==> src/rtl/spi_dma_pkg.sv <==
// Shared types and bit positions for the SPI DMA bridge.
// Assumes a register word of at least 11 bits.
package spi_dma_pkg;

    // Stored control fields of the control word.
    typedef struct packed {
        logic err_ie;
        logic flush;
        logic chain;
        logic done_ie;
        logic dir;
        logic en;
    } ctrl_t;

    localparam int B_EN      = 0;
    localparam int B_DIR     = 1;
    localparam int B_DONE_IE = 2;
    localparam int B_CHAIN   = 4;
    localparam int B_FLUSH   = 7;
    localparam int B_ERR_IE  = 8;
    localparam int B_OVF     = 9;
    localparam int B_UNF     = 10;

endpackage

==> src/rtl/spi_dma_fifo.sv <==
// Circular FIFO between the DMA side and the SPI side.
// Assumes the caller never pushes when full or pops when empty.
// clr has priority over push and pop. DEPTH must be at least 2.
module spi_dma_fifo #(
    parameter int DATA_W = 16,
    parameter int DEPTH  = 4
) (
    input  logic                         clk,
    input  logic                         rst_n,
    input  logic                         clr,
    input  logic                         push,
    input  logic                         pop,
    input  logic [DATA_W-1:0]            wdata,
    output logic [DATA_W-1:0]            rdata,
    output logic [$clog2(DEPTH+1)-1:0]   level
);
    localparam int PTR_W = $clog2(DEPTH);
    localparam int LVL_W = $clog2(DEPTH + 1);
    localparam logic [PTR_W-1:0] LAST = PTR_W'(DEPTH - 1);

    logic [DATA_W-1:0] mem [DEPTH];
    logic [PTR_W-1:0]  rd_ptr;
    logic [PTR_W-1:0]  wr_ptr;
    logic [LVL_W-1:0]  fill;

    function automatic logic [PTR_W-1:0] step_ptr(input logic [PTR_W-1:0] p);
        return (p == LAST) ? '0 : p + PTR_W'(1);
    endfunction

    // Storage write: place the incoming word at the tail.
    always_ff @(posedge clk) begin
        if (push && !clr) begin
            mem[wr_ptr] <= wdata;
        end
    end

    // Pointers and fill level: advance on push and pop, clear on reset or clr.
    always_ff @(posedge clk) begin
        if (!rst_n || clr) begin
            rd_ptr <= '0;
            wr_ptr <= '0;
            fill   <= '0;
        end else begin
            if (push) wr_ptr <= step_ptr(wr_ptr);
            if (pop)  rd_ptr <= step_ptr(rd_ptr);
            case ({push, pop})
                2'b10:   fill <= fill + LVL_W'(1);
                2'b01:   fill <= fill - LVL_W'(1);
                default: fill <= fill;
            endcase
        end
    end

    assign rdata = mem[rd_ptr];
    assign level = fill;

endmodule

==> src/rtl/spi_dma_regs.sv <==
// Control word storage, word counter and completion pulse.
// Assumes xfer is high only while the count is non-zero.
// A count write wins over a decrement in the same cycle.
module spi_dma_regs
    import spi_dma_pkg::*;
#(
    parameter int CNT_W = 16
) (
    input  logic             clk,
    input  logic             rst_n,
    input  logic             wr_ctrl,
    input  logic             wr_cnt,
    input  ctrl_t            ctrl_wdata,
    input  logic [CNT_W-1:0] cnt_wdata,
    input  logic             xfer,
    output ctrl_t            ctrl,
    output logic [CNT_W-1:0] cnt,
    output logic             done_irq
);
    // Control word: load on a write.
    always_ff @(posedge clk) begin
        if (!rst_n) begin
            ctrl <= '0;
        end else if (wr_ctrl) begin
            ctrl <= ctrl_wdata;
        end
    end

    // Word counter: load on a write, otherwise count accepted words down.
    always_ff @(posedge clk) begin
        if (!rst_n) begin
            cnt <= '0;
        end else if (wr_cnt) begin
            cnt <= cnt_wdata;
        end else if (xfer) begin
            cnt <= cnt - CNT_W'(1);
        end
    end

    // Completion pulse: one cycle after the decrement that reaches zero.
    always_ff @(posedge clk) begin
        if (!rst_n) begin
            done_irq <= 1'b0;
        end else begin
            done_irq <= xfer && !wr_cnt && (cnt == CNT_W'(1)) && ctrl.done_ie;
        end
    end

endmodule

==> src/rtl/spi_dma_errs.sv <==
// Sticky overflow and underrun flags.
// Assumes the event inputs are already gated by mode. clr wins over a new event.
module spi_dma_errs (
    input  logic clk,
    input  logic rst_n,
    input  logic clr,
    input  logic ovf_evt,
    input  logic unf_evt,
    output logic ovf,
    output logic unf
);
    // Flags: set on an event, hold until a flush.
    always_ff @(posedge clk) begin
        if (!rst_n || clr) begin
            ovf <= 1'b0;
            unf <= 1'b0;
        end else begin
            ovf <= ovf | ovf_evt;
            unf <= unf | unf_evt;
        end
    end

endmodule

==> src/rtl/spi_dma_bridge.sv <==
// SPI DMA bridge top: register access, mode gating of both data sides,
// FIFO, word counter, error flags and interrupts.
// Assumes REG_W >= 11, CNT_W == REG_W, DATA_W == REG_W and DEPTH >= 2.
module spi_dma_bridge
    import spi_dma_pkg::*;
#(
    parameter int REG_W  = 16,
    parameter int DATA_W = 16,
    parameter int CNT_W  = 16,
    parameter int DEPTH  = 4
) (
    input  logic              clk,
    input  logic              rst_n,
    input  logic              reg_wr,
    input  logic              reg_addr,
    input  logic [REG_W-1:0]  reg_wdata,
    output logic [REG_W-1:0]  reg_rdata,
    output logic              dma_req,
    input  logic              dma_wr,
    input  logic [DATA_W-1:0] dma_wdata,
    output logic              dma_rd_valid,
    input  logic              dma_rd,
    output logic [DATA_W-1:0] dma_rdata,
    input  logic              spi_tx_start,
    output logic [DATA_W-1:0] spi_tx_data,
    input  logic              spi_rx_valid,
    input  logic [DATA_W-1:0] spi_rx_data,
    output logic              done_irq,
    output logic              err_irq
);
    localparam int LVL_W = $clog2(DEPTH + 1);

    ctrl_t             ctrl;
    ctrl_t             ctrl_in;
    logic [CNT_W-1:0]  cnt;
    logic [LVL_W-1:0]  fifo_level;
    logic [DATA_W-1:0] head;
    logic              wr_ctrl, wr_cnt, clr, active;
    logic              full, empty, cnt_live;
    logic              tx_side, rx_side;
    logic              tx_push, tx_pop, rx_push, rx_pop;
    logic              ovf_evt, unf_evt, xfer;
    logic              ovf, unf;

    // Register decode and the new control value.
    always_comb begin
        wr_ctrl         = reg_wr && (reg_addr == 1'b0);
        wr_cnt          = reg_wr && (reg_addr == 1'b1);
        ctrl_in.en      = reg_wdata[B_EN];
        ctrl_in.dir     = reg_wdata[B_DIR];
        ctrl_in.done_ie = reg_wdata[B_DONE_IE];
        ctrl_in.chain   = reg_wdata[B_CHAIN];
        ctrl_in.flush   = reg_wdata[B_FLUSH];
        ctrl_in.err_ie  = reg_wdata[B_ERR_IE];
    end

    // Mode gating: which side may move data, and the events it produces.
    always_comb begin
        clr      = ctrl.flush || (wr_ctrl && reg_wdata[B_FLUSH]);
        active   = ctrl.en && !ctrl.flush;
        full     = (fifo_level == LVL_W'(DEPTH));
        empty    = (fifo_level == '0);
        cnt_live = (cnt != '0);
        tx_side  = active && !ctrl.dir;
        rx_side  = active && ctrl.dir;
        dma_req      = tx_side && !full && cnt_live;
        dma_rd_valid = rx_side && !empty && cnt_live;
        tx_push  = dma_wr && dma_req;
        rx_pop   = dma_rd && dma_rd_valid;
        tx_pop   = spi_tx_start && tx_side && !empty;
        unf_evt  = spi_tx_start && tx_side && empty;
        rx_push  = spi_rx_valid && rx_side && !full;
        ovf_evt  = spi_rx_valid && rx_side && full;
        xfer     = tx_push || rx_pop;
    end

    spi_dma_regs #(.CNT_W(CNT_W)) u_regs (
        .clk        (clk),
        .rst_n      (rst_n),
        .wr_ctrl    (wr_ctrl),
        .wr_cnt     (wr_cnt),
        .ctrl_wdata (ctrl_in),
        .cnt_wdata  (reg_wdata[CNT_W-1:0]),
        .xfer       (xfer),
        .ctrl       (ctrl),
        .cnt        (cnt),
        .done_irq   (done_irq)
    );

    spi_dma_fifo #(.DATA_W(DATA_W), .DEPTH(DEPTH)) u_fifo (
        .clk   (clk),
        .rst_n (rst_n),
        .clr   (clr),
        .push  (tx_push || rx_push),
        .pop   (tx_pop || rx_pop),
        .wdata (ctrl.dir ? spi_rx_data : dma_wdata),
        .rdata (head),
        .level (fifo_level)
    );

    spi_dma_errs u_errs (
        .clk     (clk),
        .rst_n   (rst_n),
        .clr     (clr),
        .ovf_evt (ovf_evt),
        .unf_evt (unf_evt),
        .ovf     (ovf),
        .unf     (unf)
    );

    assign dma_rdata   = head;
    assign spi_tx_data = head;
    assign err_irq     = (ovf || unf) && ctrl.err_ie;

    // Read mux: control word with status bits, or the word count.
    always_comb begin
        reg_rdata = '0;
        if (reg_addr == 1'b0) begin
            reg_rdata[B_EN]      = ctrl.en;
            reg_rdata[B_DIR]     = ctrl.dir;
            reg_rdata[B_DONE_IE] = ctrl.done_ie;
            reg_rdata[B_CHAIN]   = ctrl.chain;
            reg_rdata[B_FLUSH]   = ctrl.flush;
            reg_rdata[B_ERR_IE]  = ctrl.err_ie;
            reg_rdata[B_OVF]     = ovf;
            reg_rdata[B_UNF]     = unf;
        end else begin
            reg_rdata = REG_W'(cnt);
        end
    end

endmodule

==> config.mk <==
export PLATFORM = sky130hd
export DESIGN_NAME = spi_dma_bridge
export DESIGN_NICKNAME = d
export VERILOG_FILES = /design/src/rtl/spi_dma_pkg.sv /design/src/rtl/spi_dma_fifo.sv /design/src/rtl/spi_dma_regs.sv /design/src/rtl/spi_dma_errs.sv /design/src/rtl/spi_dma_bridge.sv
export SDC_FILE = /design/constraint.sdc
export NUM_CORES = 1
export LEC_CHECK = 0
export ABC_CLOCK_PERIOD_IN_PS = 6750
export BUFFER_PORTS_ARGS = -buffer_cell sky130_fd_sc_hd__buf_2
export CAP_MARGIN = 15
export CORE_AREA = 2 2 91 93
export CTS_BUF_LIST = sky130_fd_sc_hd__clkbuf_2 sky130_fd_sc_hd__clkbuf_4 sky130_fd_sc_hd__clkbuf_8
export CTS_CLUSTER_DIAMETER = 100
export DETAILED_ROUTE_END_ITERATION = 8
export DIE_AREA = 0 0 93 95
export PLACE_DENSITY = 0.95
export SETUP_SLACK_MARGIN = 0.15
export SLEW_MARGIN = 10
export SYNTH_ARGS = -nofsm -noshare
export SYNTH_HDL_FRONTEND = slang
export SYNTH_SLANG_ARGS = --single-unit
==> constraint.sdc <==
create_clock -name clk -period 6.75 [get_ports clk]
set_input_delay 0.3375 -clock clk [delete_from_list [all_inputs] [get_ports clk]]
set_output_delay 0.3375 -clock clk [all_outputs]
set_load 0.01 [all_outputs]
==> impl_metrics.py, run 1 <==
metrics = {
    "layout": {
        "fin_nets": 497,
        "instances_no_fill": 542,
        "layout_common_cells": "buf_2, edfxtp_1, dfxtp_1",
        "num_antenna_cells": 0,
        "synthToLayoutAreaGrowth_pct": 15.3,
        "drive_above_1_share_pct": 35.7,
        "final_common_cell": "buf_2",
    },
    "timing": {
        "timing.slew.headroom_pct": 20.0,
        "final_hold_viol_count": 0,
        "period_share_pct": 47.1,
        "fin_crit_ns": 3.18,
        "skew_ns": 0.00905,
        "max_freq_ghz": 0.314,
        "tns_ns": 0,
        "worstMarginPinSlew_ns": 1.20,
        "final_max_slew_viol_count": 0,
        "setup_viol": 0,
        "rsz0062_at_grt": "false",
    },
    "placed_design": {
        "post-place-cells": 526,
        "dp_hpwl_um": 6890,
        "routabilityCongestion": 0.864,
        "io_buffers": 107,
    },
    "power_and_ir_drop": {
        "sw_frac_of_total_pct": 24.6,
        "p_clk_share_pct": 33.5,
        "power_switching_uw": 286,
        "p_comb_share_pct": 9.1,
        "power.density_mw_per_mm2": 221,
        "seqPwrFrac_pct": 57.4,
        "p_leak_nw": 1.95,
        "internal_power_uw": 876,
        "peakVddDrop_mv": 0.114,
    },
    "critical_path": {
        "critPathLaunchType": "register",
        "cpLargestDelayFamily": "simple AND/OR/NAND/NOR gates",
        "required_ns": 6.99,
        "worstPathArrival_ns": 3.42,
        "critPathCaptureType": "register",
        "cp_cell_sequence": "inv_1 > ha_1 > nor3b_1 > nand4_1 > a21oi_2 > ha_1 > inv_1 > fa_1 > xor2_1 > nor2_1 > xnor2_1 > nor2_1",
        "cp_max_fo": 7,
        "crit_type": "reg2reg",
        "cp_slowest_cell": "nor3b_1",
        "critical-path-max-stage-delay_ns": 0.51,
        "cp_num_buf_inv": 2,
    },
    "yosys": {
        "synth_area_per_cell_um2": 13.2,
        "synth-main-ff-cell": "edfxtp_1",
        "synth_top_area_cell": "edfxtp_1",
        "yosysWarnings": 0,
        "yosysSeqAreaShare_pct": 57.2,
        "synth_edf_count": 64,
        "synthArstFlopShare_pct": 0,
        "ys_types": 46,
        "synth_top_area_share_pct": 42.2,
        "synth_cells": 345,
        "netlist_area_mm2": 0.00455,
        "ys_ff_latch": 98,
        "synthTopCellsByArea": "edfxtp_1, dfxtp_1, mux4_2, mux2_1, buf_4",
        "synth_nets": 410,
    },
    "cts": {
        "ctsLongestPathBuffers": 2,
        "hold_buffers": 0,
        "cts_buffers": 9,
        "cts_tree": "yes",
        "cts_root_buffer": "clkbuf_8",
        "cts-resized-gates": 0,
        "h-tree-depth": 3,
        "post_cts_buffers": 0,
        "path_clk_slew_ns": 0.09,
        "cts.sinks": 98,
        "clk_latency_ns": 0.36,
    },
    "global_route": {
        "antenna_found_initial": 0,
        "grt_max_degree": 34,
        "grt_pass1_vias": 3126,
        "grt_pass1_wl_um": 14900,
        "grt-ovfl-total": 0,
        "grt_use_total_pct": 22.3,
    },
    "job": {
        "cap_violations": 0,
    },
    "die": {
        "rows": 33,
        "ios": 108,
        "core_mm2": 0.00793,
        "initial_utilization_pct": 57.4,
        "die_w_um": 93,
        "die-height_um": 95,
        "dieArea_mm2": 0.00884,
    },
    "detailed_routing": {
        "firstDrtPassIters": 4,
        "vias": 3170,
        "drtAntennaViolNets": 0,
        "drt_wl_total_um": 9620,
        "drtIter0Drc": 226,
        "drc": 0,
        "post_drt_wl_per_cell_um": 17.7,
        "via_per_inst": 5.85,
    },
    "outcome": {
        "status": "finished, final reports clean",
    },
    "min_path": {
        "holdCritPathClass": "in2reg",
    },
}
## cells in the mapped netlist (2+ instances only)
library cell   n
nor2_1        20
buf_4         16
edfxtp_1      64
or3_1         10
mux4_2        16
nand2_1       12
nor4_1         5
xor2_1         4
mux2i_1        8
dfxtp_1       34
o211ai_2       2
o21ai_0       20
o21ai_1        2
buf_2          2
xnor2_1        2
or4_1          5
inv_1         11
o211ai_1       3
nor3_1         2
o31ai_1        4
nor3b_1        2
a41oi_1        2
nand3_1        3
and2_1        13
mux2_2         7
mux2_1        17
nor2b_1        3
ha_1           8
a21oi_1        7
a31oi_1       12
or2_2          3
clkbuf_1      12
## state kept, by name, indices dropped and copies added (netlist names), 2 cells and up, named ones only
register       cells
u_fifo.wr_ptr      2
u_regs.cnt        16
u_fifo.level       3
u_fifo.rd_ptr      2
u_fifo.mem        64
u_regs.ctrl        6
## stage by stage
step | hold WS [ns] | area, um2 | setup slack [ns] | power, mW | utilization (%)
after global routing | 0.235 | 5250 | 3.33 | 1.20 | 66.2
after global placement | 0.465 | 5040 | 3.86 | 0.778 | 63.6
after detailed placement | 0.476 | 5040 | 3.59 | 0.784 | 63.6
after CTS | 0.221 | 5250 | 3.59 | 1.17 | 66.2
final | 0.231 | 5250 | 3.57 | 1.16 | 66.2
after floorplan | 0.438 | 4550 | 4.01 | 0.744 | -
## cell families after synthesis
group,synth area share (%)
simple gates,10.8
buf+inv,4.84
fa+ha+maj,2.64
mux,15.6
xor+xnor,1.15
flops,57.2
compound gates,7.78
## worst paths after layout
check	start	endpoint	slack, ns	depth (start not counted)
setup / recovery	u_regs.cnt[0]$_SDFFE_PN0P_	u_fifo.level[2]$_SDFFE_PP0P_	3.57	12
hold / removal	reg_wdata[0]	u_regs.ctrl[0]$_SDFFE_PN0P_	0.23	3
hold reg to reg	u_regs.ctrl[2]$_SDFFE_PN0P_	u_regs.done_irq$_SDFF_PN0_	0.50	2
setup reg to reg	u_regs.cnt[0]$_SDFFE_PN0P_	u_fifo.level[2]$_SDFFE_PP0P_	3.57	12
## layout make-up
cell class / count / area [um2]
Tap cell: 105 / 131
Inverter: 11 / 41.3
Multi-Input combinational cell: 205 / 1730
Timing Repair Buffer: 107 / 536
Sequential cell: 98 / 2600
Clock inverter: 7 / 83.8
Clock buffer: 9 / 124
Fill cell: 582 / 2680
## worst reg2reg max path, stage by stage, from the launching register on
cell and delay, ns:
dfxtp_1 0.37, inv_1 0.11, ha_1 0.17, nor3b_1 0.51
nand4_1 0.42, a21oi_2 0.36, ha_1 0.23, inv_1 0.06
fa_1 0.38, xor2_1 0.15, nor2_1 0.11, xnor2_1 0.13
nor2_1 0.06
## metal layers
metal	global-route usage (%)	up-vias	wire length, um
met5	0	-	0
met1	26.5	1539	3780
met2	40.8	154	5000
met4	5.39	0	129
met3	5.51	14	713
li1	-	1463	-
## power groups by stage
stage          Combinational [mW]  Sequential [mW]  Clock [mW]
2_1_floorplan              0.0698            0.674           0
3_3_place_gp               0.0993            0.678           0
3_5_place_dp                0.105            0.680           0
4_1_cts                     0.105            0.666       0.394
5_1_grt                     0.116            0.669       0.417
6_report                    0.106            0.667       0.390
(Power assumes the default switching activity.)
==> inputs of run 2 (changes only) <==
ABC_CLOCK_PERIOD_IN_PS = 2600   (was 6750)
CORE_AREA = 2 2 99 101   (was 2 2 91 93)
DIE_AREA = 0 0 101 103   (was 0 0 93 95)
PLACE_DENSITY = 0.87   (was 0.95)
clock period = 2.6 ns   (was 6.75 ns; I/O delays follow)
==> run 2 against run 1 <==
  * Total power grew to 2.6 times the previous value
  * Worst hold slack lost 0.21 ns
  * Largest power group unchanged
  * Critical path type unchanged
  * Critical endpoint unchanged
  * Register-to-register slack got worse by 3.3 ns
  * Cell count up 5.2%
  * Worst setup slack got worse by 3.3 ns
  * Global-route usage fell by 3.6 points
  * Utilization is 8.7 points lower
  * Non-clock buffer count grew 19
  * First-iteration DRC count down 50%
  * Flip-flop and latch count unchanged
  * Sequential share of layout area down 1.7 points
  * Sequential power increased to 2.6 times the previous value
==> impl_metrics.py, run 2 (same netlist as run 1, synthesis figures left out) <==
metrics = {
    "detailed_routing": {
        "drtAntennaViolNets": 0,
        "firstDrtPassIters": 4,
        "post_drt_wl_per_cell_um": 16.4,
        "vias": 3203,
        "drc": 0,
        "via_per_inst": 5.62,
        "drtIter0Drc": 114,
        "drt_wl_total_um": 9320,
    },
    "cts": {
        "cts.sinks": 98,
        "clk_latency_ns": 0.36,
        "cts_buffers": 9,
        "path_clk_slew_ns": 0.10,
        "cts_tree": "yes",
        "cts_root_buffer": "clkbuf_8",
        "h-tree-depth": 3,
        "ctsLongestPathBuffers": 2,
    },
    "timing": {
        "rsz0062_at_grt": "true",
        "timing.slew.headroom_pct": 50.1,
        "fin_crit_ns": 2.35,
        "max_freq_ghz": 0.426,
        "worstMarginPinSlew_ns": 0.748,
        "period_share_pct": 90.4,
        "final_hold_viol_count": 0,
        "tns_ns": 0,
        "skew_ns": 0.0122,
        "setup_viol": 0,
        "final_max_slew_viol_count": 0,
    },
    "critical_path": {
        "worstPathArrival_ns": 2.60,
        "cp_slowest_cell": "dfxtp_2",
        "cp_cell_sequence": "inv_2 > ha_4 > nor3b_4 > nand4_1 > a21oi_2 > ha_2 > inv_1 > fa_2 > xor2_1 > nor2_1 > xnor2_1 > nor2_1",
        "cp_num_buf_inv": 2,
        "cp_max_fo": 5,
        "required_ns": 2.85,
        "cpLargestDelayFamily": "adder cells",
        "critPathCaptureType": "register",
        "critical_path.most_common_cell": "nor2_1",
        "critPathLaunchType": "register",
        "critical-path-max-stage-delay_ns": 0.34,
        "crit_type": "reg2reg",
    },
    "layout": {
        "regArea_mm2": 0.00261,
        "layout_common_cells": "buf_2, edfxtp_1, dfxtp_1",
        "largest_reg_flops": 64,
        "final_common_cell": "buf_2",
        "finish.utilization_pct": 57.5,
        "num_antenna_cells": 0,
        "drive_above_1_share_pct": 40.6,
        "fillers": 749,
        "synthToLayoutAreaGrowth_pct": 19.5,
        "fin_nets": 516,
        "top_register": "u_fifo.mem",
        "multi_input_area_mm2": 0.00178,
        "top_regs": "u_fifo.mem: 64 flops, u_regs.cnt: 16 flops, u_regs.ctrl: 6 flops",
    },
    "global_route": {
        "antenna_found_initial": 0,
        "grt_pass1_wl_um": 14800,
        "grt_max_degree": 21,
        "grt_use_total_pct": 18.7,
        "grt_pass1_vias": 3149,
        "grt-ovfl-total": 0,
    },
    "placed_design": {
        "dp_hpwl_um": 6660,
        "io_buffers": 107,
        "routabilityCongestion": 0.888,
    },
    "die": {
        "ios": 108,
        "rows": 36,
        "core_mm2": 0.00946,
        "die-height_um": 103,
        "die_w_um": 101,
        "dieArea_mm2": 0.0104,
        "initial_utilization_pct": 48.1,
    },
    "power_and_ir_drop": {
        "power_mw": 2.98,
        "sw_frac_of_total_pct": 25.7,
        "p_leak_nw": 2.07,
        "p_clk_share_pct": 31.6,
        "power_switching_uw": 767,
        "power.density_mw_per_mm2": 548,
        "p_comb_share_pct": 10.5,
        "seqPwrFrac_pct": 58.0,
        "internal_power_mw": 2.21,
        "peakVddDrop_mv": 0.301,
    },
    "outcome": {
        "status": "finished, final reports clean",
    },
    "job": {
        "cap_violations": 0,
    },
    "min_path": {
        "holdCritPathClass": "in2reg",
    },
}
run 2: per-stage QoR:
stage	instance area [um2]	setup WS (ns)	hold WS [ns]	cells
global route	5440	0.122	0.0328	570
floorplan	4600	0.128	0.277	345
detailed placement	5210	0.189	0.390	550
finish	5440	0.250	0.0222	570
CTS	5400	0.161	0.00694	566
global placement	5210	0.276	0.386	550
run 2: worst paths after layout:
path,start,endpoint,slack (ns),depth (start not counted)
max,u_regs.cnt[1]$_SDFFE_PN0P_,u_fifo.level[2]$_SDFFE_PP0P_,0.25,12
max reg2reg,u_regs.cnt[1]$_SDFFE_PN0P_,u_fifo.level[2]$_SDFFE_PP0P_,0.25,12
min,reg_wdata[8],u_regs.ctrl[5]$_SDFFE_PN0P_,0.02,3
min reg2reg,u_fifo.rd_ptr[0]$_SDFFE_PP0N_,register,0.50,2
run 2: routing by layer:
layer | vias up | track usage [%] | wire length (um)
met5 | - | 0 | 0
met1 | 1548 | 22.3 | 3820
met3 | 23 | 4.07 | 565
met2 | 130 | 33.1 | 4710
li1 | 1502 | - | -
met4 | 0 | 7.38 | 235
run 2: power by group through the flow:
stage	combinational (mW)	clock [mW]	sequential, mW
final	0.312	0.941	1.73
after global routing	0.346	1.03	1.73
after CTS	0.299	0.966	1.73
after detailed placement	0.297	0	1.76
after global placement	0.287	0	1.76
after floorplan	0.189	0	1.75
run 2: cell type report:
class	count	share of cell area, %
timing repair buffer	126	12.5
multi-input combinational	205	32.7
tap	114	2.62
inverter	11	0.805
sequential	98	47.9
clock buffer	9	2.28
clock inverter	7	1.22
run 2: worst min-delay path: stages:
cell,delay [ns]
buf_2,0.08
mux2i_1,0.06
nor2_1,0.08
run 2: repair_timing:
| action | 4_1_cts | 5_1_grt |
|---|---|---|
| endpoints found under the setup margin | 0 | 2 |
| endpoints found under the hold margin | 0 | 0 |
| gates resized for setup | 0 | 4 |
| hold buffers | 0 | 0 |
| buffers inserted | 0 | 4 |
==> inputs of run 3 (changes only) <==
ABC_CLOCK_PERIOD_IN_PS = default   (was 2600)
HOLD_SLACK_MARGIN = 0.08   (was default)
==> run 3 against run 2 <==
  * Via count increased by 0.97%
  * Critical path type unchanged
  * Sequential share of layout area fell by 1.1 points
  * Count of clock-buffer cells in the layout unchanged
==> impl_metrics.py, run 3 (same netlist as run 1, synthesis figures left out) <==
metrics = {
    "outcome": {
        "status": "finished, final reports clean",
    },
    "layout": {
        "synthToLayoutAreaGrowth_pct": 22.4,
        "top_register": "u_fifo.mem",
        "fillers": 725,
        "layout_common_cells": "buf_2, edfxtp_1, dfxtp_1",
        "final_common_cell": "buf_2",
        "drive_above_1_share_pct": 39.4,
        "top_regs": "u_fifo.mem: 64 flops, u_regs.cnt: 16 flops, u_regs.ctrl: 6 flops",
        "fin_nets": 529,
        "num_antenna_cells": 0,
        "largest_reg_flops": 64,
        "regArea_mm2": 0.00261,
        "multi_input_area_mm2": 0.00178,
    },
    "detailed_routing": {
        "drtAntennaViolNets": 0,
        "drtIter0Drc": 121,
        "firstDrtPassIters": 4,
        "via_per_inst": 5.55,
        "post_drt_wl_per_cell_um": 16.4,
        "vias": 3234,
        "drt_wl_total_um": 9550,
        "drc": 0,
    },
    "global_route": {
        "antenna_found_initial": 0,
        "grt_pass1_wl_um": 15200,
        "grt_use_total_pct": 19.1,
        "grt_max_degree": 21,
        "grt_pass1_vias": 3222,
        "grt-ovfl-total": 0,
    },
    "timing": {
        "rsz0062_at_grt": "true",
        "final_max_slew_viol_count": 0,
        "setup_slack_ns": 0.244,
        "fin_crit_ns": 2.36,
        "tns_ns": 0,
        "final_hold_viol_count": 0,
        "period_share_pct": 90.6,
        "max_freq_ghz": 0.424,
        "skew_ns": 0.0111,
        "worstMarginPinSlew_ns": 0.774,
        "setup_viol": 0,
        "timing.slew.headroom_pct": 48.4,
    },
    "min_path": {
        "min_to": "u_regs.cnt[12]$_SDFFE_PN0P_",
        "holdPathStages": 3,
        "hold_start": "reg_wdata[12]",
        "holdCritPathClass": "in2reg",
    },
    "placed_design": {
        "routabilityCongestion": 0.888,
        "post-place-ws_ns": 0.189,
        "dp_hpwl_um": 6660,
        "io_buffers": 107,
    },
    "critical_path": {
        "critPathCaptureType": "register",
        "r2r_slack_ns": 0.24,
        "worstRegToRegCells": 12,
        "cp_max_fo": 5,
        "worstReg2RegStart": "u_regs.cnt[1]$_SDFFE_PN0P_",
        "reg2reg_to": "u_fifo.level[2]$_SDFFE_PP0P_",
        "worstPathArrival_ns": 2.61,
        "crit_type": "reg2reg",
        "critPathLaunchType": "register",
        "required_ns": 2.85,
    },
    "cts": {
        "path_clk_slew_ns": 0.10,
        "cts_root_buffer": "clkbuf_8",
        "cts_buffers": 9,
        "ctsLongestPathBuffers": 2,
        "cts_tree": "yes",
        "clk_latency_ns": 0.37,
        "cts.sinks": 98,
        "h-tree-depth": 3,
    },
    "die": {
        "core_mm2": 0.00946,
        "die_w_um": 101,
        "dieArea_mm2": 0.0104,
        "initial_utilization_pct": 48.1,
        "ios": 108,
        "die-height_um": 103,
        "rows": 36,
    },
    "job": {
        "cap_violations": 0,
    },
    "power_and_ir_drop": {
        "power.density_mw_per_mm2": 538,
        "peakVddDrop_mv": 0.302,
        "p_leak_nw": 2.12,
    },
}
## run 3: cell count changes in the layout (fill, tap and decap cells not counted)
cell | before | now
dlygate4sd3_1 | 0 | 13
## run 3: report_power, final
part           internal (mW)  total (mW)  switching (mW)
Sequential              1.69        1.73          0.0362
Clock                  0.375       0.946           0.571
Combinational          0.159       0.327           0.168
## run 3: cell type report
type,count,share of cell area (%)
sequential,98,46.8
multi-input combinational,205,31.9
timing repair buffer,139,14.5
tap,114,2.56
clock buffer,9,2.22
clock inverter,7,1.19
inverter,11,0.786
## run 3: worst max-delay path: stages (launching register included)
cell and delay (ns):
dfxtp_2 0.34, inv_2 0.08, ha_4 0.13, nor3b_4 0.26, nand4_1 0.20, a21oi_2 0.20, ha_2 0.20, inv_1 0.05
fa_2 0.33, xor2_1 0.15, nor2_1 0.11, xnor2_1 0.14, nor2_1 0.05
## run 3: per-layer routing
metal | track usage (%) | share of wire [%] | vias to the layer above
li1 | - | - | 1527
met1 | 22.4 | 40 | 1540
met2 | 34.0 | 51 | 141
met3 | 4.27 | 5.7 | 26
met4 | 8.32 | 3.0 | 0
met5 | 0 | 0 | -
## run 3: stage by stage
step	area [um2]	hold slack [ns]	std cells	util [%]	total power, mW
floorplan	4600	0.277	345	-	1.94
global placement	5210	0.386	550	55.1	2.04
detailed placement	5210	0.390	550	55.1	2.06
CTS	5530	0.0874	579	58.4	3.00
global route	5570	0.115	583	58.9	3.12
finish	5570	0.0922	583	58.9	3.00
## run 3: timing repair
item | CTS | global route
buffers inserted | 0 | 4
endpoints found under the hold margin | 14 | 0
resized for setup | 0 | 4
hold buffers | 13 | 0
setup endpoints to repair | 0 | 2
## run 3: worst max path at each step
stage | slack (ns) | cells after the start | endpoint | start
floorplan | 0.13 | 12 | u_fifo.level[2]$_SDFFE_PP0P_ | u_regs.cnt[0]$_SDFFE_PN0P_
global placement | 0.28 | 12 | u_fifo.level[2]$_SDFFE_PP0P_ | u_regs.cnt[0]$_SDFFE_PN0P_
detailed placement | 0.19 | 12 | u_fifo.level[2]$_SDFFE_PP0P_ | u_regs.cnt[0]$_SDFFE_PN0P_
CTS | 0.16 | 12 | u_fifo.level[2]$_SDFFE_PP0P_ | u_regs.cnt[0]$_SDFFE_PN0P_
global route | 0.12 | 12 | u_fifo.level[2]$_SDFFE_PP0P_ | u_regs.cnt[1]$_SDFFE_PN0P_
finish | 0.24 | 12 | u_fifo.level[2]$_SDFFE_PP0P_ | u_regs.cnt[1]$_SDFFE_PN0P_
